===== src/rtl/sirq_pkg.sv =====
package sirq_pkg;

    typedef enum logic [3:0] {
        IID_NONE    = 4'b0001,
        IID_RXERR   = 4'b0110,
        IID_RXDATA  = 4'b0100,
        IID_RXIDLE  = 4'b1100,
        IID_TXEMPTY = 4'b0010
    } iid_e;

    typedef struct packed {
        logic rxerr;
        logic rxdata;
        logic rxidle;
        logic txempty;
    } src_t;

    // Highest-urgency source wins.
    function automatic iid_e pick_code(src_t s);
        iid_e c;
        if (s.rxerr)        c = IID_RXERR;
        else if (s.rxdata)  c = IID_RXDATA;
        else if (s.rxidle)  c = IID_RXIDLE;
        else if (s.txempty) c = IID_TXEMPTY;
        else                c = IID_NONE;
        return c;
    endfunction

    function automatic logic [7:0] pack_iir(logic fifo_on, iid_e c);
        return {fifo_on, fifo_on, 2'b00, c};
    endfunction

endpackage


===== src/rtl/sirq_sticky.sv =====
module sirq_sticky #(
    parameter logic RST_VAL = 1'b0
) (
    input  logic clk,
    input  logic rst,
    input  logic set_i,
    input  logic clr_i,
    output logic pend_o
);
    // Set has precedence over a clear in the same cycle.
    always_ff @(posedge clk) begin
        if (rst)        pend_o <= RST_VAL;
        else if (set_i) pend_o <= 1'b1;
        else if (clr_i) pend_o <= 1'b0;
    end
endmodule


===== src/rtl/sirq_idle_timer.sv =====
module sirq_idle_timer #(
    parameter int CHARS = 4
) (
    input  logic clk,
    input  logic rst,
    input  logic run_i,
    input  logic restart_i,
    input  logic tick_i,
    output logic expired_o
);
    localparam int CW = $clog2(CHARS + 1);
    localparam logic [CW-1:0] LIMIT = CW'(CHARS);

    logic [CW-1:0] cnt_q;

    always_ff @(posedge clk) begin
        if (rst || !run_i || restart_i) cnt_q <= '0;
        else if (tick_i && cnt_q != LIMIT) cnt_q <= cnt_q + CW'(1);
    end

    assign expired_o = (cnt_q == LIMIT);
endmodule


===== src/rtl/sirq_prio_enc.sv =====
module sirq_prio_enc
    import sirq_pkg::*;
(
    input  src_t        req_i,
    input  logic        fifo_on_i,
    output iid_e        code_o,
    output logic [7:0]  iir_o
);
    always_comb begin
        code_o = pick_code(req_i);
        iir_o  = pack_iir(fifo_on_i, code_o);
    end
endmodule


===== src/rtl/sirq_id_unit.sv =====
module sirq_id_unit
    import sirq_pkg::*;
#(
    parameter int TIMEOUT_CHARS = 4,
    parameter int ERR_W         = 4
) (
    input  logic             clk,
    input  logic             rst,
    input  logic             fifo_en,
    input  logic             en_rxerr,
    input  logic             en_rxdata,
    input  logic             en_txempty,
    input  logic [ERR_W-1:0] rx_err,
    input  logic             rx_ready,
    input  logic             rx_trig,
    input  logic             rx_nonempty,
    input  logic             rx_push,
    input  logic             char_tick,
    input  logic             tx_empty,
    input  logic             lsr_rd,
    input  logic             rbr_rd,
    input  logic             thr_wr,
    input  logic             iir_rd,
    output logic [7:0]       iir_data,
    output logic             irq
);
    logic err_pend, idle_exp, txe_pend, tx_empty_q;
    logic txe_rise, txe_clr;
    iid_e code;
    src_t req;

    // Receive line error: sticky until line status read.
    sirq_sticky #(.RST_VAL(1'b0)) u_err (
        .clk(clk), .rst(rst),
        .set_i(|rx_err), .clr_i(lsr_rd),
        .pend_o(err_pend)
    );

    // Receive idle time-out, FIFO mode only.
    sirq_idle_timer #(.CHARS(TIMEOUT_CHARS)) u_idle (
        .clk(clk), .rst(rst),
        .run_i(fifo_en && rx_nonempty),
        .restart_i(rx_push || rbr_rd),
        .tick_i(char_tick),
        .expired_o(idle_exp)
    );

    // Transmit-empty: armed on rising edge of the empty level.
    always_ff @(posedge clk) begin
        if (rst) tx_empty_q <= 1'b1;
        else     tx_empty_q <= tx_empty;
    end

    assign txe_rise = tx_empty && !tx_empty_q;
    assign txe_clr  = thr_wr || (iir_rd && code == IID_TXEMPTY);

    sirq_sticky #(.RST_VAL(1'b0)) u_txe (
        .clk(clk), .rst(rst),
        .set_i(txe_rise), .clr_i(txe_clr),
        .pend_o(txe_pend)
    );

    always_comb begin
        req.rxerr   = en_rxerr   && err_pend;
        req.rxdata  = en_rxdata  && (fifo_en ? rx_trig : rx_ready);
        req.rxidle  = en_rxdata  && fifo_en && idle_exp;
        req.txempty = en_txempty && txe_pend;
    end

    sirq_prio_enc u_enc (
        .req_i(req), .fifo_on_i(fifo_en),
        .code_o(code), .iir_o(iir_data)
    );

    assign irq = !iir_data[0];
endmodule


===== config.mk =====
export PLATFORM = sky130hd
export DESIGN_NAME = sirq_id_unit
export DESIGN_NICKNAME = d
export VERILOG_FILES = /design/src/rtl/sirq_pkg.sv /design/src/rtl/sirq_sticky.sv /design/src/rtl/sirq_idle_timer.sv /design/src/rtl/sirq_prio_enc.sv /design/src/rtl/sirq_id_unit.sv
export SDC_FILE = /design/constraint.sdc
export NUM_CORES = 1
export LEC_CHECK = 0
export BUFFER_PORTS_ARGS = -buffer_cell sky130_fd_sc_hd__buf_2
export CAP_MARGIN = 10
export CELL_PAD_IN_SITES_DETAIL_PLACEMENT = 0
export CELL_PAD_IN_SITES_GLOBAL_PLACEMENT = 1
export CORE_MARGIN = 2
export CORE_UTILIZATION = 33
export CTS_BUF_LIST = sky130_fd_sc_hd__clkbuf_8
export CTS_CLUSTER_DIAMETER = 60
export DETAILED_ROUTE_END_ITERATION = 10
export PLACE_DENSITY = 0.95
export REMOVE_ABC_BUFFERS = 1
export SLEW_MARGIN = 5
export SYNTH_ARGS = -nofsm -noshare
export SYNTH_HDL_FRONTEND = slang
export SYNTH_HIERARCHICAL = 1
export SYNTH_SLANG_ARGS = --single-unit

===== constraint.sdc =====
create_clock -name clk -period 6 [get_ports clk]
set_clock_uncertainty 0.05 [all_clocks]
set_input_delay 0.6 -clock clk [delete_from_list [all_inputs] [get_ports clk]]
set_output_delay 0.6 -clock clk [all_outputs]
set_load 0.01 [all_outputs]

==> summary.txt <==
Timing
  • Hold violation total from the final report: 0
  • Max-slew violations: 0
  • Final min period: 2.507 ns
  • Setup_tns: 0 ns
  • F_max: about 0.4 GHz
  • Final period util: 41.78%
  • RSZ-0062 raised after global routing: no
  • Final Setup Violations: 0

Synthesis
  • Post-synthesis compound-gate area fraction: about 8.4%
  • Most frequent cell after synthesis: buf_4
  • Synth Instances: between 50 and 60
  • Synth top cells by count: buf_4 (8), dfxtp_1 (6), inv_1 (5)
  • Yosys top cell by area: dfxtp_1
  • Register area share after synthesis: between 20% and 30%
  • Yosys Warn Count: 6
  • Synth Area in XOR/XNOR: 0%
  • Synthesized cell area: between 400 and 500 um^2
  • Mux cell area share after synthesis: under 10%
  • Largest family of logic cells by synthesized area: simple AND/OR/NAND/NOR gates
  • Mapped Avg Cell Area: around 9 um^2
  • Share of the synthesized area in the top cell type: between 20% and 30%
  • Largest cells by area after synthesis: dfxtp_1 (24%), buf_4 (12%), and4bb_1 (7.6%)
  • Adder-cell share of the synthesized area: around 5%
  • Simple-Gate Fraction of Synth Area: between 30% and 40%
  • Synth async-reset ratio: 0%
  • Synth cell types: 25
  • Main synth FF type: dfxtp_1
  • Yosys reg bits: 6
  • EDFF count, synth: 0

Detailed routing
  • DR pass1 iterations: 2
  • # DRC: 0
  • DRT iter0 DRCs: 1
  • WL final: ~870 um
  • Vias post-DR: ~430
  • Post-DR wirelength/cell: ~9.5 um
  • Post-DRT Antenna Nets: 0
  • Vias per cell: 4.717

Setup path
  • CP Class: reg2out
  • Setup crit start kind: flop
  • Max incr delay on CP: roughly 0.37 ns
  • Crit path cell chain: inv_1 > ha_1 > and2_1 > and3_1 > or3_4 > nor2_2 > inv_1 > buf_2
  • Crit-path max FO: 4
  • CP Capture Type: output port
  • Crit path max-delay cell type: dfxtp_1
  • Critical path's most frequent cell: inv_1
  • Crit path required time: 5.35 ns
  • Critical Path AT: 1.86 ns

Placement
  • Buffers added on ports: 26
  • Placed Instance Area: around 600 um^2
  • Gp weighted congestion: about 0.73
  • DPL Wire Length: between 600 and 700 um

Power and ir drop
  • Worst VDD drop: 0.1135 mV
  • Leakage power: about 0.32 nW
  • Power Density: between 150 and 200 nW/um^2

Global route
  • GRT Total Usage: around a tenth
  • Vias in the first global route: between 300 and 400
  • Largest net degree at the start of global routing: 9
  • First-pass GRT wire length: about 1300 um
  • Initial antenna violation count: 0
  • Total grt overflow: 0

Finish
  • N_diodes: 0
  • Nets: 101
  • Fill cell count: 144
  • Multi-input gate area: between 200 and 300 um^2
  • Cell area after layout: between 600 and 700 um^2
  • Layout cells sized above 1: around half
  • Area Growth Syn to Fin: 27.09%
  • Fin util: between 40% and 50%
  • Reg area: 120.1 um^2

Outcome
  • Status: complete, no violations

Clocking
  • CTS root buffer: clkbuf_8
  • Cts bufs inserted: 3
  • CTS H-tree depth: 1
  • Post-cts sizing count: 0
  • Maximum root-to-sink buffer count: 2
  • Hold buffers post-CTS: 0
  • Clock Sinks: 6
  • CTS tree: yes
  • Setup Fix Bufs, Post-CTS: 0
  • Clock-pin slew on the worst setup and hold paths: roughly 0.040 ns
  • Worst-Skew Late Latency: approximately 0.22 ns

Floorplanning
  • Die Wd: ~43 um
  • Die Y: 42.70 um
  • Full die area: 1823 um^2
  • Core box area: between 1000 and 1500 um^2
  • I/O pin count: 29
  • Cell Rows: 13
  • Starting Density: 36.61%

Worst hold path
  • Hold/Removal Path Class: reg2reg

Flow run
  • Max cap viols: 0
==> per-stage QoR <==
step                setup slack [ns]  std cells  hold WS (ns)  power [mW]
global route                   3.400         92        0.4512      0.1297
detailed placement             3.681         89        0.4211     0.06420
floorplan                      3.787         48        0.4021     0.05300
global placement               3.722         89        0.4153     0.06368
finish                         3.493         92        0.4238      0.1237
CTS                            3.479         92        0.4304      0.1258
==> critical path: cells and delay by family, from the launching register on <==
| family | cells | cell delay (ns) |
|---|---|---|
| buffers and inverters | 3 | 0.23 |
| AND/OR/NAND/NOR | 4 | 0.81 |
| adder cells (fa/ha/maj) | 1 | 0.22 |
| flip-flops | 1 | 0.37 |
==> sequential cells by signal, summed over array words and instances (netlist names) <==
| name | cells |
|---|---|
| tx_empty_q | 1 |
| u_err/pend_o | 1 |
| u_idle/cnt_q | 3 |
| u_txe/pend_o | 1 |
==> power breakdown <==
group | internal, mW | total [mW] | switching [mW]
Combinational | 0.0119 | 0.0218 | 0.00991
Clock | 0.0431 | 0.0602 | 0.0171
Sequential | 0.0413 | 0.0416 | 0.000393
Total | 0.0962 | 0.124 | 0.0275
==> worst paths after layout <==
check	startpoint	end	slack (ns)	cells past startpoint
worst max-delay path	u_idle/cnt_q[0]$_SDFFE_PP0P_	irq	3.49	8
worst min-delay path	u_err/pend_o$_SDFFE_PP0P_	u_err/pend_o$_SDFFE_PP0P_	0.42	2
worst max register to register	u_idle/cnt_q[0]$_SDFFE_PP0P_	u_txe/pend_o$_SDFFE_PP0P_	3.90	9
worst min register to register	u_err/pend_o$_SDFFE_PP0P_	u_err/pend_o$_SDFFE_PP0P_	0.42	2
==> routing by layer <==
metal | share of wire (%) | routed length, um | up-vias | GRT usage (%)
met4 | 3.9 | 34 | 0 | 9.375
li1 | - | - | 224 | -
met1 | 46 | 398 | 176 | 11.34
met2 | 36 | 313 | 29 | 12.73
met5 | 0 | 0 | - | 0
met3 | 15 | 128 | 5 | 4.681
==> cells by family after synthesis <==
| kind of cell | Yosys count |
|---|---|
| mux | 3 |
| buf+inv | 13 |
| fa+ha+maj | 2 |
| compound gates | 5 |
| simple gates | 25 |
| flops | 6 |
| other cells | 1 |
==> cell type report <==
type	instances	area share, %
tap	15	2.988
clock buffer	3	6.574
sequential	6	19.12
inverter	5	2.988
timing repair buffer	26	20.72
multi-input combinational	37	47.61
==> cells in the final DEF, fill, tap and decap left out, types with 2 or more instances in the layout <==
master / synthesis / routed
and4bb_1: 3 / 3
nand2b_1: 3 / 3
a21oi_2: 2 / 2
and2_1: 4 / 4
inv_1: 5 / 5
conb_1: 1 / 2
nor2b_1: 2 / 2
nor3b_1: 2 / 2
or2_2: 2 / 2
buf_2: 0 / 26
clkbuf_8: 0 / 3
dfxtp_1: 6 / 6
ha_1: 2 / 2
nor4b_1: 2 / 2
mux2_2: 2 / 2
Power figures use the tool's default switching activity.
